`src/rtl/rrs_pkg.sv`:
```
package rrs_pkg;
  function automatic int idx_w(input int n);
    return (n > 1) ? $clog2(n) : 1;
  endfunction
endpackage

```
`src/rtl/rrs_tag_store.sv`:
```
module rrs_tag_store #(
  parameter int NREG  = 16,
  parameter int TAG_W = 4,
  localparam int IDX_W = rrs_pkg::idx_w(NREG)
) (
  input  logic                        clk,
  input  logic                        rst,
  input  logic                        issue_valid,
  input  logic [IDX_W-1:0]            issue_dst,
  input  logic [TAG_W-1:0]            issue_tag,
  input  logic                        bcast_valid,
  input  logic [TAG_W-1:0]            bcast_tag,
  output logic [NREG-1:0][TAG_W-1:0]  tag_q,
  output logic [NREG-1:0]             hit
);
  logic bcast_live;
  assign bcast_live = bcast_valid && (bcast_tag != '0);

  for (genvar i = 0; i < NREG; i++) begin : g_entry
    logic claim;
    assign claim  = issue_valid && (issue_dst == IDX_W'(i));
    assign hit[i] = bcast_live && (tag_q[i] == bcast_tag);

    always_ff @(posedge clk) begin
      if (rst) begin
        tag_q[i] <= '0;
      end else if (claim) begin
        tag_q[i] <= issue_tag;
      end else if (hit[i]) begin
        tag_q[i] <= '0;
      end
    end
  end
endmodule

```
`src/rtl/rrs_value_bank.sv`:
```
module rrs_value_bank #(
  parameter int NREG   = 16,
  parameter int DATA_W = 32
) (
  input  logic                         clk,
  input  logic                         rst,
  input  logic [NREG-1:0]              wr_mask,
  input  logic [DATA_W-1:0]            wr_data,
  output logic [NREG-1:0][DATA_W-1:0]  value_q
);
  for (genvar i = 0; i < NREG; i++) begin : g_word
    always_ff @(posedge clk) begin
      if (rst) begin
        value_q[i] <= '0;
      end else if (wr_mask[i]) begin
        value_q[i] <= wr_data;
      end
    end
  end
endmodule

```
`src/rtl/rrs_src_read.sv`:
```
module rrs_src_read #(
  parameter int NREG   = 16,
  parameter int DATA_W = 32,
  parameter int TAG_W  = 4,
  localparam int IDX_W = rrs_pkg::idx_w(NREG)
) (
  input  logic [IDX_W-1:0]             idx,
  input  logic [NREG-1:0][TAG_W-1:0]   tag_q,
  input  logic [NREG-1:0]              hit,
  input  logic [NREG-1:0][DATA_W-1:0]  value_q,
  input  logic [DATA_W-1:0]            bcast_data,
  output logic [DATA_W-1:0]            value,
  output logic [TAG_W-1:0]             tag
);
  logic [TAG_W-1:0]  sel_tag;
  logic [DATA_W-1:0] sel_val;
  logic              sel_hit;

  always_comb begin
    sel_tag = '0;
    sel_val = '0;
    sel_hit = 1'b0;
    if (int'(idx) < NREG) begin
      sel_tag = tag_q[idx];
      sel_val = value_q[idx];
      sel_hit = hit[idx];
    end
  end

  always_comb begin
    if (sel_hit) begin
      value = bcast_data;
      tag   = '0;
    end else if (sel_tag != '0) begin
      value = '0;
      tag   = sel_tag;
    end else begin
      value = sel_val;
      tag   = '0;
    end
  end
endmodule

```
`src/rtl/fp_rename_table.sv`:
```
module fp_rename_table #(
  parameter int NREG   = 16,
  parameter int DATA_W = 32,
  parameter int TAG_W  = 4,
  localparam int IDX_W = rrs_pkg::idx_w(NREG)
) (
  input  logic              clk,
  input  logic              rst,
  input  logic              issue_valid,
  input  logic [IDX_W-1:0]  issue_src_a,
  input  logic [IDX_W-1:0]  issue_src_b,
  input  logic [IDX_W-1:0]  issue_dst,
  input  logic [TAG_W-1:0]  issue_tag,
  input  logic              bcast_valid,
  input  logic [TAG_W-1:0]  bcast_tag,
  input  logic [DATA_W-1:0] bcast_data,
  output logic              rd_valid,
  output logic [DATA_W-1:0] rd_a_value,
  output logic [TAG_W-1:0]  rd_a_tag,
  output logic [DATA_W-1:0] rd_b_value,
  output logic [TAG_W-1:0]  rd_b_tag
);
  localparam int NSRC = 2;

  logic [NREG-1:0][TAG_W-1:0]  tag_q;
  logic [NREG-1:0]             hit;
  logic [NREG-1:0][DATA_W-1:0] value_q;

  logic [NSRC-1:0][IDX_W-1:0]  src_idx;
  logic [NSRC-1:0][DATA_W-1:0] src_val;
  logic [NSRC-1:0][TAG_W-1:0]  src_tag;

  assign src_idx[0] = issue_src_a;
  assign src_idx[1] = issue_src_b;

  rrs_tag_store #(.NREG(NREG), .TAG_W(TAG_W)) tags_i (
    .clk(clk), .rst(rst),
    .issue_valid(issue_valid), .issue_dst(issue_dst), .issue_tag(issue_tag),
    .bcast_valid(bcast_valid), .bcast_tag(bcast_tag),
    .tag_q(tag_q), .hit(hit)
  );

  rrs_value_bank #(.NREG(NREG), .DATA_W(DATA_W)) bank_i (
    .clk(clk), .rst(rst),
    .wr_mask(hit), .wr_data(bcast_data),
    .value_q(value_q)
  );

  for (genvar p = 0; p < NSRC; p++) begin : g_src
    rrs_src_read #(.NREG(NREG), .DATA_W(DATA_W), .TAG_W(TAG_W)) rd_i (
      .idx(src_idx[p]), .tag_q(tag_q), .hit(hit), .value_q(value_q),
      .bcast_data(bcast_data), .value(src_val[p]), .tag(src_tag[p])
    );
  end

  always_ff @(posedge clk) begin
    if (rst) begin
      rd_valid   <= 1'b0;
      rd_a_value <= '0;
      rd_a_tag   <= '0;
      rd_b_value <= '0;
      rd_b_tag   <= '0;
    end else begin
      rd_valid <= issue_valid;
      if (issue_valid) begin
        rd_a_value <= src_val[0];
        rd_a_tag   <= src_tag[0];
        rd_b_value <= src_val[1];
        rd_b_tag   <= src_tag[1];
      end
    end
  end
endmodule

```
`config.mk`:
```
export PLATFORM = sky130hd
export DESIGN_NAME = fp_rename_table
export DESIGN_NICKNAME = d
export VERILOG_FILES = /design/src/rtl/rrs_pkg.sv /design/src/rtl/rrs_tag_store.sv /design/src/rtl/rrs_value_bank.sv /design/src/rtl/rrs_src_read.sv /design/src/rtl/fp_rename_table.sv
export SDC_FILE = /design/constraint.sdc
export NUM_CORES = 2
export LEC_CHECK = 0
export BUFFER_PORTS_ARGS = -buffer_cell sky130_fd_sc_hd__buf_2
export CORE_ASPECT_RATIO = 1.2
export CORE_MARGIN = 1.5
export CORE_UTILIZATION = 34
export CTS_CLUSTER_DIAMETER = 60
export DETAILED_ROUTE_END_ITERATION = 10
export SKIP_CTS_REPAIR_TIMING = 1
export SYNTH_ARGS = -nofsm -noshare
export SYNTH_HDL_FRONTEND = slang
export SYNTH_HIERARCHICAL = 1
export SYNTH_SLANG_ARGS = --single-unit
export TNS_END_PERCENT = 5
```
`constraint.sdc`:
```
create_clock -name clk -period 9.9 [get_ports clk]
set_clock_uncertainty 0.1 [all_clocks]
set_input_delay 1.485 -clock clk [delete_from_list [all_inputs] [get_ports clk]]
set_output_delay 1.485 -clock clk [all_outputs]
set_load 0.05 [all_outputs]
```
**After elaboration in Yosys (flattened, before gate mapping)**

Cells that the tools add are included.

- Output and inout port bits: 73
- Bits of input ports: 56
- Register bits after elaboration: 649
- Word-level logic and storage cells: 175

- Reductions and logical operators: 53
- Eq/ne operators: 31
- Order comparisons: 2
- Muxes and demuxes: 52

Operators with widths:

| kind | count |
|---|---|
| $bmux 32 s4 | 2 |
| $mux 32 | 6 |
| $mux 4 | 38 |
| $eq 4x4->1 | 16 |
| $logic_and 1x1->1 | 33 |
| $bmux 4 s4 | 2 |
| $eq 4x4->1 const B | 8 |
| $reduce_bool 2->1 | 16 |
| $eq 4x3->1 const B | 4 |
| $reduce_bool 4->1 | 3 |
| $lt 4x5->1 const B | 2 |
| $bmux 1 s4 | 2 |
| $eq 4x2->1 const B | 2 |
| $eq 4x1->1 const B | 1 |
| $logic_not 4->1 | 1 |
| $mux 1 | 2 |

**Logic depth before layout (Yosys ltp)**

- Word-level depth: 6
- Gate-level depth with buffers: 16
- Gate-level depth less buffers: 11

**By module**

The synthesis kept the hierarchy.

By module, submodules not included:

| module | cells an instance | instances | area each (um^2) | sequential area each (um^2) |
|---|---|---|---|---|
| rrs_value_bank | 1,689 | 1 | 19,065.8 | 10,249.8 |
| rrs_src_read | 401 | 2 | 5,218.8 | 0.0 |
| rrs_tag_store | 310 | 1 | 3,203.1 | 1,281.2 |
| fp_rename_table | 234 | 1 | 2,651.3 | 1,461.4 |

**Worst setup path after synthesis**

Ideal clock, no wire load.

- Path type: input port to flip-flop
- Start point: input bcast_tag[0]
- End point: register rd_a_value[24]
- Library setup time: 0.065 ns
- Data required time: 9.735 ns
- Arrival time: 4.227 ns
- Setup slack: 5.508 ns
- Cell stages on the path: 15
- Buffers on the path: 5
- Cells stage by stage: buf_6 > o41a_4 > buf_6 > nand2_2 > inv_1 > mux4_1 > mux4_2 > buf_6 > inv_2 > and2_4 > buf_12 > buf_12 > a32o_2 > mux2i_1 > nor2_1

RTL lines:

| element | line | text |
|---|---|---|
| start, declared | fp_rename_table.sv:15 | `input logic [TAG_W-1:0] bcast_tag,` |
| end signal, assigned | fp_rename_table.sv:66 | `rd_a_value <= src_val[0];` |
| end, declared | fp_rename_table.sv:18 | `output logic [DATA_W-1:0] rd_a_value,` |

==> results_dict.tcl <==
set metrics [dict create \
    grt_overflow 0 \
    hp-class "reg -> reg" \
    drive_gt1_share_pct 22.3 \
    ys_types 44 \
    end_kind "flop" \
    clk_pin_slew_ns 0.06 \
    fin_crit_ns 5.42 \
    relSlewSlack_pct 25.8 \
    worstPathArrival_ns 5.87 \
    drc 0 \
    cts_tree "done" \
    max_freq_ghz 0.185 \
    yosysSeqAreaShare_pct 36.7 \
    setup_tns_ns 0 \
    synthMuxAreaShare_pct 37.5 \
    dpl_cell_area_um2 35200 \
    crit_type "in -> reg" \
    vdd_drop_max_mv 0.101 \
    hp-start "rd_b_value[1]$_SDFFE_PP0P_" \
    cts_buffer_depth 3 \
    synth_compound_area_share_pct 6.36 \
    num_vias 24210 \
    timing.final.crit_share_pct 54.7 \
    cap_viol_max_count 0 \
    synth_fa_ha_area_share_pct 0 \
    drtIter0Drc 1915 \
    antenna_found_initial 3 \
    crit_buf_inv 5 \
    ys_ff_latch 649 \
    fin_util_pct 36.4 \
    final_nets 3010 \
    min_path_cells 2 \
    rsz0062_at_grt "false" \
    path_delay_family "buffers and inverters" \
    ant_nets 0 \
    area_growth_pct 6.27 \
    p_per_area_nw_per_um2 161 \
    finalInstanceArea_um2 37600 \
    cts-buffers-inserted 74 \
    syn_inst 3035 \
    rows 129 \
    setup_viol 0 \
    status "completed" \
    core-area_um2 103000 \
    viasPerCell 5.52 \
    synth_area_um2 35400 \
    dieHeight_um 356 \
    cp_slowest_stage_delay_ns 0.71 \
    r2r-start "tags_i/tag_q[53]$_SDFFE_PP0P_" \
    leakage_nw 13.3 \
    r2r_cells 13 \
    pre_cts_slack_ns 3.93 \
    grt_max_degree 205 \
    grt_pass1_wl_um 152000 \
    fin_ws_ns 4.48 \
    cts_root_buf "clkbuf_16" \
    synth_xor_area_share_pct 1.59 \
    gp_congestion 0.821 \
    clk-insertion-delay-late_ns 0.63 \
    hold_viol 0 \
    worstHoldEndpoint "rd_b_value[1]$_SDFFE_PP0P_" \
    start_kind "input pin" \
    synth_edf_count 0 \
    synth_flop_cell "dfxtp_1" \
    ys_warn_count 6 \
    first_pass_iters 5 \
    cts_max_level 3 \
    reg2reg_to "rd_b_value[14]$_SDFFE_PP0P_" \
    routed_wl_um 100000 \
    worstPathRequired_ns 10.35 \
    first_global_vias 23827 \
    synthArstFlopShare_pct 0 \
    num_io_pins 129 \
    tightest_slew_ns 1.11 \
    cpMaxStageDelayCell "o41a_4" \
    synthSimpleGateAreaFrac_pct 9.36 \
    cts.sinks 649 \
    wire_per_inst_um 22.9 \
    path_max_fanout 37 \
    slew_violations 0 \
    syn_nets 3091 \
    critical_path.cell_chain "buf_2 > o41a_4 > nand2_2 > inv_2 > buf_4 > mux4_1 > mux4_2 > buf_4 > inv_2 > and2_4 > a32o_2 > mux2i_1 > nor2_1" \
    port-buffer-count 128 \
    start_util_pct 34.3 \
    fp.dieW_um 297 \
    r2r_slack_ns 5.52 \
    post-dp-hpwl_um 55500 \
    avgSynthCellArea_um2 11.6 \
    num-fill-cells 10155 \
    synth_top_family_by_area "multiplexers" \
    grt_usage_pct 18.5 \
    die-area_um2 106000 \
]
## layer usage
| layer | wire length (um) | track usage, % | share of wire, % | up-vias |
|---|---|---|---|---|
| met2 | 46800 | 30.0 | 47 | 771 |
| met5 | 26 | 0 | 0.026 | - |
| met4 | 3190 | 6.81 | 3.2 | 4 |
| li1 | - | - | - | 11022 |
| met1 | 44500 | 25.0 | 44 | 12253 |
| met3 | 5750 | 2.72 | 5.7 | 160 |
## logic make-up after synthesis
logic type,Yosys count
compound gates,269
xor+xnor,64
buf+inv,336
flops,649
mux,946
simple gates,771
## synthesized netlist by cell type (12+ instances only)
master	count	share of area, %
dfxtp_1	649	37
mux2i_1	648	18
nor2_1	617	6.6
mux4_2	286	18
buf_6	103	3.3
clkbuf_1	73	0.77
nor2b_1	73	1.3
a211oi_1	64	1.4
a21oi_1	64	0.91
a32o_2	60	1.9
xor2_1	54	1.3
buf_2	52	0.74
a32o_1	46	1.3
buf_8	44	1.9
buf_4	20	0.42
buf_12	18	1.0
a22o_1	16	0.40
inv_1	16	0.17
nand3_1	14	0.20
mux4_1	12	0.89
## layout make-up
cell class | instances | area [um^2] | share of cell area, %
multi-input combinational | 2050 | 19400 | 51.6
sequential | 649 | 13000 | 34.6
clock buffer | 112 | 2190 | 5.82
tap | 1375 | 1720 | 4.58
timing repair buffer | 161 | 988 | 2.63
clock inverter | 16 | 218 | 0.579
inverter | 18 | 67.6 | 0.180
antenna | 1 | 2.50 | 0.00666
## stage by stage
stage	power, mW	hold WS [ns]	cells
2_1_floorplan	3.24	0.372	3035
3_3_place_gp	3.36	0.368	4253
3_5_place_dp	3.37	0.376	4253
4_1_cts	6.11	0.391	4381
5_1_grt	6.25	0.421	4381
6_report	6.05	0.383	4382
## placed cells by master (no fill, tap or decap), types with 12 or more instances in the layout
cell type  count
mux4_1        12
a32o_1        46
nor2_1       617
dfxtp_1      649
clkbuf_8      15
clkbuf_1      21
clkbuf_16     76
buf_4         33
a32o_2        60
xor2_1        54
nor2b_1       69
buf_2        118
mux2i_1      648
a22o_1        16
nand3_1       14
mux4_2       286
a21oi_1       64
a211oi_1      64
inv_2         13
## worst register-to-register path, cell delays in order (launching register included)
cell and delay, ns:
dfxtp_1 0.35, xor2_1 0.18, nor4_1 0.35, nand2_2 0.15, inv_2 0.08, buf_4 0.71
mux4_2 0.45, mux4_2 0.22, buf_4 0.57, inv_2 0.08, and2_4 0.38, a32o_2 0.38
mux2i_1 0.15, nor2_1 0.05
## power breakdown
part           total, mW  leakage (nW)  internal, mW  switching (mW)
logic              0.617          6.93         0.214           0.403
clock network       2.74          1.17          1.61            1.13
registers           2.69          5.24          2.66          0.0345
## registers in the layout, indices dropped and copies added, names as in the netlist
signal,cells
tags_i/tag_q,64
rd_b_value,32
rd_b_tag,4
rd_valid,1
rd_a_tag,4
rd_a_value,32
bank_i/value_q,512
## worst max path at each step
stage | startpoint | endpoint | slack (ns) | depth (start not counted)
3_5_place_dp | bcast_tag[0] | rd_b_value[9]$_SDFFE_PP0P_ | 3.93 | 13
5_1_grt | bcast_tag[0] | rd_b_value[8]$_SDFFE_PP0P_ | 4.36 | 13
4_1_cts | bcast_tag[0] | rd_b_value[2]$_SDFFE_PP0P_ | 4.56 | 13
6_report | bcast_tag[0] | rd_b_value[14]$_SDFFE_PP0P_ | 4.48 | 13
2_1_floorplan | bcast_tag[0] | rd_a_value[24]$_SDFFE_PP0P_ | 5.51 | 15
3_3_place_gp | bcast_tag[0] | rd_b_value[15]$_SDFFE_PP0P_ | 4.04 | 13
Power figures use the tool's default switching activity.
